[src/rtl/bus_strobe_pkg.sv]
package bus_strobe_pkg;

    // Context captured once per machine cycle; drives the whole cycle's strobes.
    typedef struct packed {
        logic xdata;     // external data transfer cycle
        logic code_rd;   // code-table read cycle
        logic ext_exec;  // executing from external memory
        logic ale_off;   // ALE-disable control bit
    } cyc_ctx_t;

    localparam cyc_ctx_t CTX_RESET = '{xdata: 1'b0, code_rd: 1'b0, ext_exec: 1'b0, ale_off: 1'b0};

    // Kind of slot a given phase belongs to.
    typedef enum logic [1:0] {
        SLOT_IDLE = 2'd0,
        SLOT_ALE  = 2'd1,
        SLOT_PSEN = 2'd2
    } slot_e;

    // ALE may toggle unless it is disabled and nothing overrides the disable.
    function automatic logic ale_allowed(cyc_ctx_t c);
        return !c.ale_off || c.ext_exec || c.xdata || c.code_rd;
    endfunction

    // PSEN strobes only while fetching externally and the bus is not lent to data.
    function automatic logic psen_allowed(cyc_ctx_t c);
        return c.ext_exec && !c.xdata;
    endfunction

    // Slot kind of a state: first state of each half is ALE, the next is PSEN.
    function automatic slot_e slot_of_state(int unsigned st, int unsigned half);
        if (st == 0 || st == half)
            return SLOT_ALE;
        else if (st == 1 || st == half + 1)
            return SLOT_PSEN;
        else
            return SLOT_IDLE;
    endfunction

endpackage

[src/rtl/bstb_phase_ctr.sv]
module bstb_phase_ctr #(
    parameter int unsigned PHASES = 12,
    parameter int unsigned PH_W   = $clog2(PHASES)
) (
    input  logic            clk,
    input  logic            rst,
    output logic [PH_W-1:0] phase_o,
    output logic            cyc_end_o
);
    localparam logic [PH_W-1:0] LAST = PH_W'(PHASES - 1);

    logic [PH_W-1:0] phase_q;

    assign cyc_end_o = (phase_q == LAST);
    assign phase_o   = phase_q;

    always_ff @(posedge clk) begin
        if (rst)
            phase_q <= '0;
        else if (cyc_end_o)
            phase_q <= '0;
        else
            phase_q <= phase_q + PH_W'(1);
    end

    // the counter wraps after the last phase and otherwise steps by one
    p_phase_wrap_r1: assert property (@(posedge clk) disable iff (rst)
        cyc_end_o |=> (phase_q == '0));
    p_phase_step_r1: assert property (@(posedge clk) disable iff (rst)
        !cyc_end_o |=> (phase_q == $past(phase_q) + PH_W'(1)));

endmodule

[src/rtl/bstb_ctrl_reg.sv]
module bstb_ctrl_reg #(
    parameter int unsigned          ADDR_W    = 8,
    parameter int unsigned          DATA_W    = 8,
    parameter logic [ADDR_W-1:0]    CTRL_ADDR = 8'h8E,
    parameter int unsigned          DIS_BIT   = 0
) (
    input  logic              clk,
    input  logic              rst,
    input  logic              we_i,
    input  logic [ADDR_W-1:0] addr_i,
    input  logic [DATA_W-1:0] wdata_i,
    output logic              ale_off_o
);
    logic hit;
    logic ale_off_q;

    assign hit       = we_i && (addr_i == CTRL_ADDR);
    assign ale_off_o = ale_off_q;

    always_ff @(posedge clk) begin
        if (rst)
            ale_off_q <= 1'b0;
        else if (hit)
            ale_off_q <= wdata_i[DIS_BIT];
    end

    // only an addressed write changes the disable bit
    p_ctrl_ignore_r6: assert property (@(posedge clk) disable iff (rst)
        !hit |=> $stable(ale_off_o));
    p_ctrl_load_r6: assert property (@(posedge clk) disable iff (rst)
        hit |=> (ale_off_o == $past(wdata_i[DIS_BIT])));

endmodule

[src/rtl/bstb_ctx_latch.sv]
module bstb_ctx_latch
    import bus_strobe_pkg::*;
(
    input  logic     clk,
    input  logic     rst,
    input  logic     cyc_end_i,
    input  logic     xdata_i,
    input  logic     code_rd_i,
    input  logic     ext_exec_i,
    input  logic     ale_off_i,
    output cyc_ctx_t ctx_o
);
    cyc_ctx_t ctx_q;
    cyc_ctx_t ctx_d;

    always_comb begin
        ctx_d.xdata    = xdata_i;
        ctx_d.code_rd  = code_rd_i;
        ctx_d.ext_exec = ext_exec_i;
        ctx_d.ale_off  = ale_off_i;
    end

    always_ff @(posedge clk) begin
        if (rst)
            ctx_q <= CTX_RESET;
        else if (cyc_end_i)
            ctx_q <= ctx_d;
    end

    assign ctx_o = ctx_q;

    // the cycle context never moves inside a machine cycle
    p_ctx_hold_r10: assert property (@(posedge clk) disable iff (rst)
        !cyc_end_i |=> $stable(ctx_o));

endmodule

[src/rtl/bstb_decode.sv]
module bstb_decode
    import bus_strobe_pkg::*;
#(
    parameter int unsigned N_STATES     = 6,
    parameter int unsigned PH_PER_STATE = 2,
    parameter int unsigned PHASES       = N_STATES * PH_PER_STATE,
    parameter int unsigned PH_W         = $clog2(PHASES)
) (
    input  logic            clk,
    input  logic            rst,
    input  logic [PH_W-1:0] phase_i,
    input  cyc_ctx_t        ctx_i,
    output logic            ale_o,
    output logic            psen_n_o
);
    localparam int unsigned HALF = N_STATES / 2;

    logic [PHASES-1:0] ale_slot;
    logic [PHASES-1:0] psen_slot;
    logic [PHASES-1:0] first_half;

    for (genvar p = 0; p < PHASES; p++) begin : g_slot
        localparam int unsigned ST   = p / PH_PER_STATE;
        localparam slot_e       KIND = slot_of_state(ST, HALF);
        assign ale_slot[p]   = (KIND == SLOT_ALE);
        assign psen_slot[p]  = (KIND == SLOT_PSEN);
        assign first_half[p] = (ST < HALF);
    end

    logic ale_d;
    logic psen_n_d;
    logic ale_q;
    logic psen_n_q;

    always_comb begin
        if (!ale_allowed(ctx_i))
            ale_d = 1'b1;
        else
            ale_d = ale_slot[phase_i] && !(ctx_i.xdata && first_half[phase_i]);
        psen_n_d = !(psen_allowed(ctx_i) && psen_slot[phase_i]);
    end

    always_ff @(posedge clk) begin
        if (rst) begin
            ale_q    <= 1'b0;
            psen_n_q <= 1'b1;
        end else begin
            ale_q    <= ale_d;
            psen_n_q <= psen_n_d;
        end
    end

    assign ale_o    = ale_q;
    assign psen_n_o = psen_n_q;

    // internal execution never produces a PSEN strobe
    p_int_no_psen_r4: assert property (@(posedge clk) disable iff (rst)
        !ctx_i.ext_exec |=> psen_n_o);
    // a data transfer cycle drops its first ALE pulse and all PSEN pulses
    p_xdata_skip_ale_r5: assert property (@(posedge clk) disable iff (rst)
        (ctx_i.xdata && first_half[phase_i]) |=> !ale_o);
    p_xdata_no_psen_r5: assert property (@(posedge clk) disable iff (rst)
        ctx_i.xdata |=> psen_n_o);
    // disabled ALE with no override sits high
    p_ale_held_r7: assert property (@(posedge clk) disable iff (rst)
        !ale_allowed(ctx_i) |=> ale_o);
    // ALE and PSEN are never active together
    p_strobe_excl_r3: assert property (@(posedge clk) disable iff (rst)
        !(ale_o && !psen_n_o));

endmodule

[src/rtl/ext_bus_strobe.sv]
module ext_bus_strobe
    import bus_strobe_pkg::*;
#(
    parameter int unsigned       N_STATES     = 6,
    parameter int unsigned       PH_PER_STATE = 2,
    parameter int unsigned       ADDR_W       = 8,
    parameter int unsigned       DATA_W       = 8,
    parameter logic [ADDR_W-1:0] CTRL_ADDR    = 8'h8E,
    parameter int unsigned       DIS_BIT      = 0
) (
    input  logic              clk,
    input  logic              rst,
    input  logic              xdata_cyc_i,
    input  logic              code_rd_i,
    input  logic              ext_exec_i,
    input  logic              reg_we_i,
    input  logic [ADDR_W-1:0] reg_addr_i,
    input  logic [DATA_W-1:0] reg_wdata_i,
    output logic              ale_o,
    output logic              psen_n_o
);
    localparam int unsigned PHASES = N_STATES * PH_PER_STATE;
    localparam int unsigned PH_W   = $clog2(PHASES);

    logic [PH_W-1:0] phase;
    logic            cyc_end;
    logic            ale_off;
    cyc_ctx_t        ctx;

    bstb_phase_ctr #(
        .PHASES (PHASES),
        .PH_W   (PH_W)
    ) u_phase (
        .clk       (clk),
        .rst       (rst),
        .phase_o   (phase),
        .cyc_end_o (cyc_end)
    );

    bstb_ctrl_reg #(
        .ADDR_W    (ADDR_W),
        .DATA_W    (DATA_W),
        .CTRL_ADDR (CTRL_ADDR),
        .DIS_BIT   (DIS_BIT)
    ) u_ctrl (
        .clk       (clk),
        .rst       (rst),
        .we_i      (reg_we_i),
        .addr_i    (reg_addr_i),
        .wdata_i   (reg_wdata_i),
        .ale_off_o (ale_off)
    );

    bstb_ctx_latch u_ctx (
        .clk        (clk),
        .rst        (rst),
        .cyc_end_i  (cyc_end),
        .xdata_i    (xdata_cyc_i),
        .code_rd_i  (code_rd_i),
        .ext_exec_i (ext_exec_i),
        .ale_off_i  (ale_off),
        .ctx_o      (ctx)
    );

    bstb_decode #(
        .N_STATES     (N_STATES),
        .PH_PER_STATE (PH_PER_STATE),
        .PHASES       (PHASES),
        .PH_W         (PH_W)
    ) u_dec (
        .clk      (clk),
        .rst      (rst),
        .phase_i  (phase),
        .ctx_i    (ctx),
        .ale_o    (ale_o),
        .psen_n_o (psen_n_o)
    );

    // reset leaves both strobes inactive
    p_reset_idle_r11: assert property (@(posedge clk)
        rst |=> (!ale_o && psen_n_o));

endmodule

[config.mk]
export PLATFORM = sky130hd
export DESIGN_NAME = ext_bus_strobe
export DESIGN_NICKNAME = d
export VERILOG_FILES = /design/src/rtl/bus_strobe_pkg.sv /design/src/rtl/bstb_phase_ctr.sv /design/src/rtl/bstb_ctrl_reg.sv /design/src/rtl/bstb_ctx_latch.sv /design/src/rtl/bstb_decode.sv /design/src/rtl/ext_bus_strobe.sv
export SDC_FILE = /design/constraint.sdc
export NUM_CORES = 1
export LEC_CHECK = 0
export BUFFER_PORTS_ARGS = -buffer_cell sky130_fd_sc_hd__buf_2
export CAP_MARGIN = 5
export CELL_PAD_IN_SITES_DETAIL_PLACEMENT = 1
export CELL_PAD_IN_SITES_GLOBAL_PLACEMENT = 2
export CORE_AREA = 4 4 51 53
export DETAILED_ROUTE_END_ITERATION = 8
export DIE_AREA = 0 0 55 57
export PLACE_DENSITY = 0.8
export SLEW_MARGIN = 25
export SYNTH_ARGS = -nofsm -noshare
export SYNTH_HDL_FRONTEND = slang
export SYNTH_HIERARCHICAL = 1
export SYNTH_SLANG_ARGS = --single-unit
[constraint.sdc]
create_clock -name clk -period 1.48 [get_ports clk]
set_clock_uncertainty 0.05 [all_clocks]
set_input_delay 0.222 -clock clk [delete_from_list [all_inputs] [get_ports clk]]
set_output_delay 0.222 -clock clk [all_outputs]
set_load 0.02 [all_outputs]
==> impl_metrics.csv <==
group,metric,value,unit
yosys,yosys_warnings,6,
die,fp-row-count,17,
clock_tree,cts_tree,"done",
route,wire_per_inst,11.5,µm
yosys,synth_area_per_cell,10.6,µm²
sta,layout_setup_ws,158,ps
sta,min_period,1320,ps
finish,area_delta_synth_final,27.6,%
die,pin_count,24,
setup_path,required,1590,ps
yosys,netlist_area,520,µm²
route,wl,1120,µm
placed_design,place_area,638,µm²
yosys,yosys.area_share.adder,0.0721,
yosys,synth_nets,74,
global_routing,antenna_found_initial,0,
clock_tree,ctsHoldBuffers,0,
setup_path,r2r_end,"u_ctx/ctx_o[3]$_SDFFE_PP0P_",
yosys,synth-xor-area-share,0,
route,dr.pass1.iters,4,
yosys,synth_seq_area_share,0.423,
finish,final_area,664,µm²
status,outcome,"complete, no violations",
setup_path,slowest_stage,"dfxtp_1",
setup_path,criticalPathCategory,"flip-flop to flip-flop",
power_and_ir_drop,p_leak,0.272,nW
setup_path,reg2reg_depth,4,
setup_path,startpoint,"u_phase/phase_o[0]$_SDFF_PP0_",
clock_tree,clock_path_buffers,2,
placed_design,port_buffers,16,
route,top_layer,"met4",
yosys,synth-main-ff-cell,"dfxtp_1",
setup_path,max_stage_delay,380,ps
die,initial_utilization,0.242,
yosys,syn_inst,49,
clock_tree,clk_pin_slew,70,ps
finish,n_antenna_cell,0,
finish,layout.nets,95,
route,wl_met2,526,µm
power_and_ir_drop,irDropWorstVdd,0.499,mV
clock_tree,cts_setup_buffers,0,
setup_path,crit_buf_inv,0,
global_routing,grt_pass1_vias,430,
sta,fmax,0.757,GHz
die,core,2150,µm²
placed_design,gp_congestion,0.674,
yosys,async_flop_share,0,
route,met1Wirelength,456,µm
setup_path,start_kind,"flip-flop",
setup_path,path_max_fanout,6,
sta,maxSlewHeadroom,0.812,
finish,final_cell_mix,"buf_2 (16), dfxtp_1 (11), mux2i_1 (5), nor2_1 (5)",
global_routing,grt-ovfl-total,0,
finish,mostFrequentLayoutCell,"buf_2",
worst_hold_path,min-delay-path-class,"primary input to flip-flop",
sta,report.final.setup_viol,0,
placed_design,post-place-ws,160,ps
die,die_x,55,µm
sta,drv_slew,0,
finish,drive_gt1_frac,0.362,
finish,fin_cells,97,
route,routed_via_density,4.43,
global_routing,grt_pass1_wl,1790,µm
sta,post-route-period-util,0.893,
yosys,yosys.area_share.simple,0.313,
sta,worstMarginPinSlew,280,ps
sta,setup_tns,0,ps
setup_path,regToRegSetupSlack,160,ps
clock_tree,cts_sinks,11,
sta,finalHoldViolCount,0,
clock_tree,ctsHtreeMaxLevel,1,
job,drv_cap,0,
yosys,synth_mux_area_frac,0.0962,
setup_path,cp.depth,4,
route,drc,0,
setup_path,arrival,1430,ps
sta,rsz0062_at_grt,"no",
route,drtAntennaViolNets,0,
yosys,synth_top_family_by_area,"simple AND/OR/NAND/NOR gates",
route,met3_length,125,µm
yosys,synth_edf_count,0,
clock_tree,ctsResizeCount,0,
setup_path,cp_top_family,"flip-flops",
placed_design,dp_cells,93,
clock_tree,cts_root_buf,"clkbuf_4",
clock_tree,clkLatencyLatePin,270,ps
power_and_ir_drop,power,0.590,mW
route,via_count,430,
clock_tree,numCtsBuffers,3,
yosys,ys_types,24,
global_routing,grt_max_degree,14,
placed_design,place_hpwl,858,µm
setup_path,rr_startpoint,"u_phase/phase_o[0]$_SDFF_PP0_",
setup_path,endpoint,"u_ctx/ctx_o[3]$_SDFFE_PP0P_",
yosys,synth-compound-area-share,0.0721,
global_routing,gr-usage-all-layers,0.0775,
die,die_h,57,µm
die,die_area,3140,µm²
setup_path,cp-end-kind,"flip-flop",
yosys,ys_ff_latch,11,
route,drtIter0Drc,2,
setup_path,crit_chain,"ha_1 -> and3b_2 -> mux2i_1 -> nor2_1",
power_and_ir_drop,power_density,888,nW/µm²
stage by stage:
stage,hold WS [ps],util
2_1_floorplan,241,-
3_3_place_gp,388,0.297
3_5_place_dp,387,0.297
4_1_cts,132,0.309
5_1_grt,143,0.309
6_report,135,0.309
power by group:
part           leakage, nW  switching (mW)  total [mW]  internal [mW]
Sequential          0.0896         0.00732       0.314          0.306
Clock               0.0150           0.102       0.206          0.104
Combinational        0.167          0.0317      0.0699         0.0382
Total                0.272           0.141       0.590          0.449
Yosys cell counts, types with 2 or more instances:
| library cell | number | area, µm² |
|---|---|---|
| nor2b_1 | 2 | 12.5 |
| mux2i_1 | 5 | 50.1 |
| nand2b_1 | 3 | 18.8 |
| inv_1 | 2 | 7.51 |
| or3b_1 | 2 | 17.5 |
| ha_1 | 3 | 37.5 |
| nor2_1 | 5 | 18.8 |
| dfxtp_1 | 11 | 220 |
flip-flops by register name, summed over array words and instances, names as in the netlist:
register and cells:
u_ctx/ctx_o 4, u_phase/phase_o 4, u_ctrl/ale_off_o 1, u_dec/ale_o 1, u_dec/psen_n_o 1
worst reg2reg max path: cells and delay by family, from the launching register on:
kind                       cells  cell delay [ps]
and+or+nand+nor                2              360
adders and majority gates      1              210
muxes                          1              210
DFF                            1              380
area by class of cell:
type                            count  area [µm²]
Tap cell                           28        35.0
Sequential cell                    11         220
Inverter                            2        7.51
Multi-Input combinational cell     35         288
Clock buffer                        4        26.3
Timing Repair Buffer               17        87.6
Fill cell                         261        1480
how the worst min path moves through the flow:
stage | slack, ps | from | to | cells after the start
floorplan | 240 | rst | u_phase/phase_o[2]$_SDFF_PP0_ | 1
global placement | 390 | u_ctx/ctx_o[1]$_SDFFE_PP0P_ | u_dec/psen_n_o$_SDFF_PP1_ | 1
detailed placement | 390 | u_ctx/ctx_o[1]$_SDFFE_PP0P_ | u_dec/psen_n_o$_SDFF_PP1_ | 1
CTS | 130 | ext_exec_i | u_ctx/ctx_o[1]$_SDFFE_PP0P_ | 3
global route | 140 | ext_exec_i | u_ctx/ctx_o[1]$_SDFFE_PP0P_ | 3
finish | 130 | ext_exec_i | u_ctx/ctx_o[1]$_SDFFE_PP0P_ | 3
cells by family (layout without fill, tap and decap cells):
kind of cell / Yosys count / count (layout)
buffers and inverters: 3 / 23
and+or+nand+nor: 23 / 23
AOI/OAI and AO/OA: 4 / 4
DFF: 11 / 11
adders and majority gates: 3 / 3
muxes: 5 / 5
routing by layer:
layer,vias to the layer above,track usage
met1,198,0.0761
met3,2,0.0496
li1,214,-
met2,16,0.137
met4,0,0.0104
met5,-,0
Power figures use the tool's default switching activity.
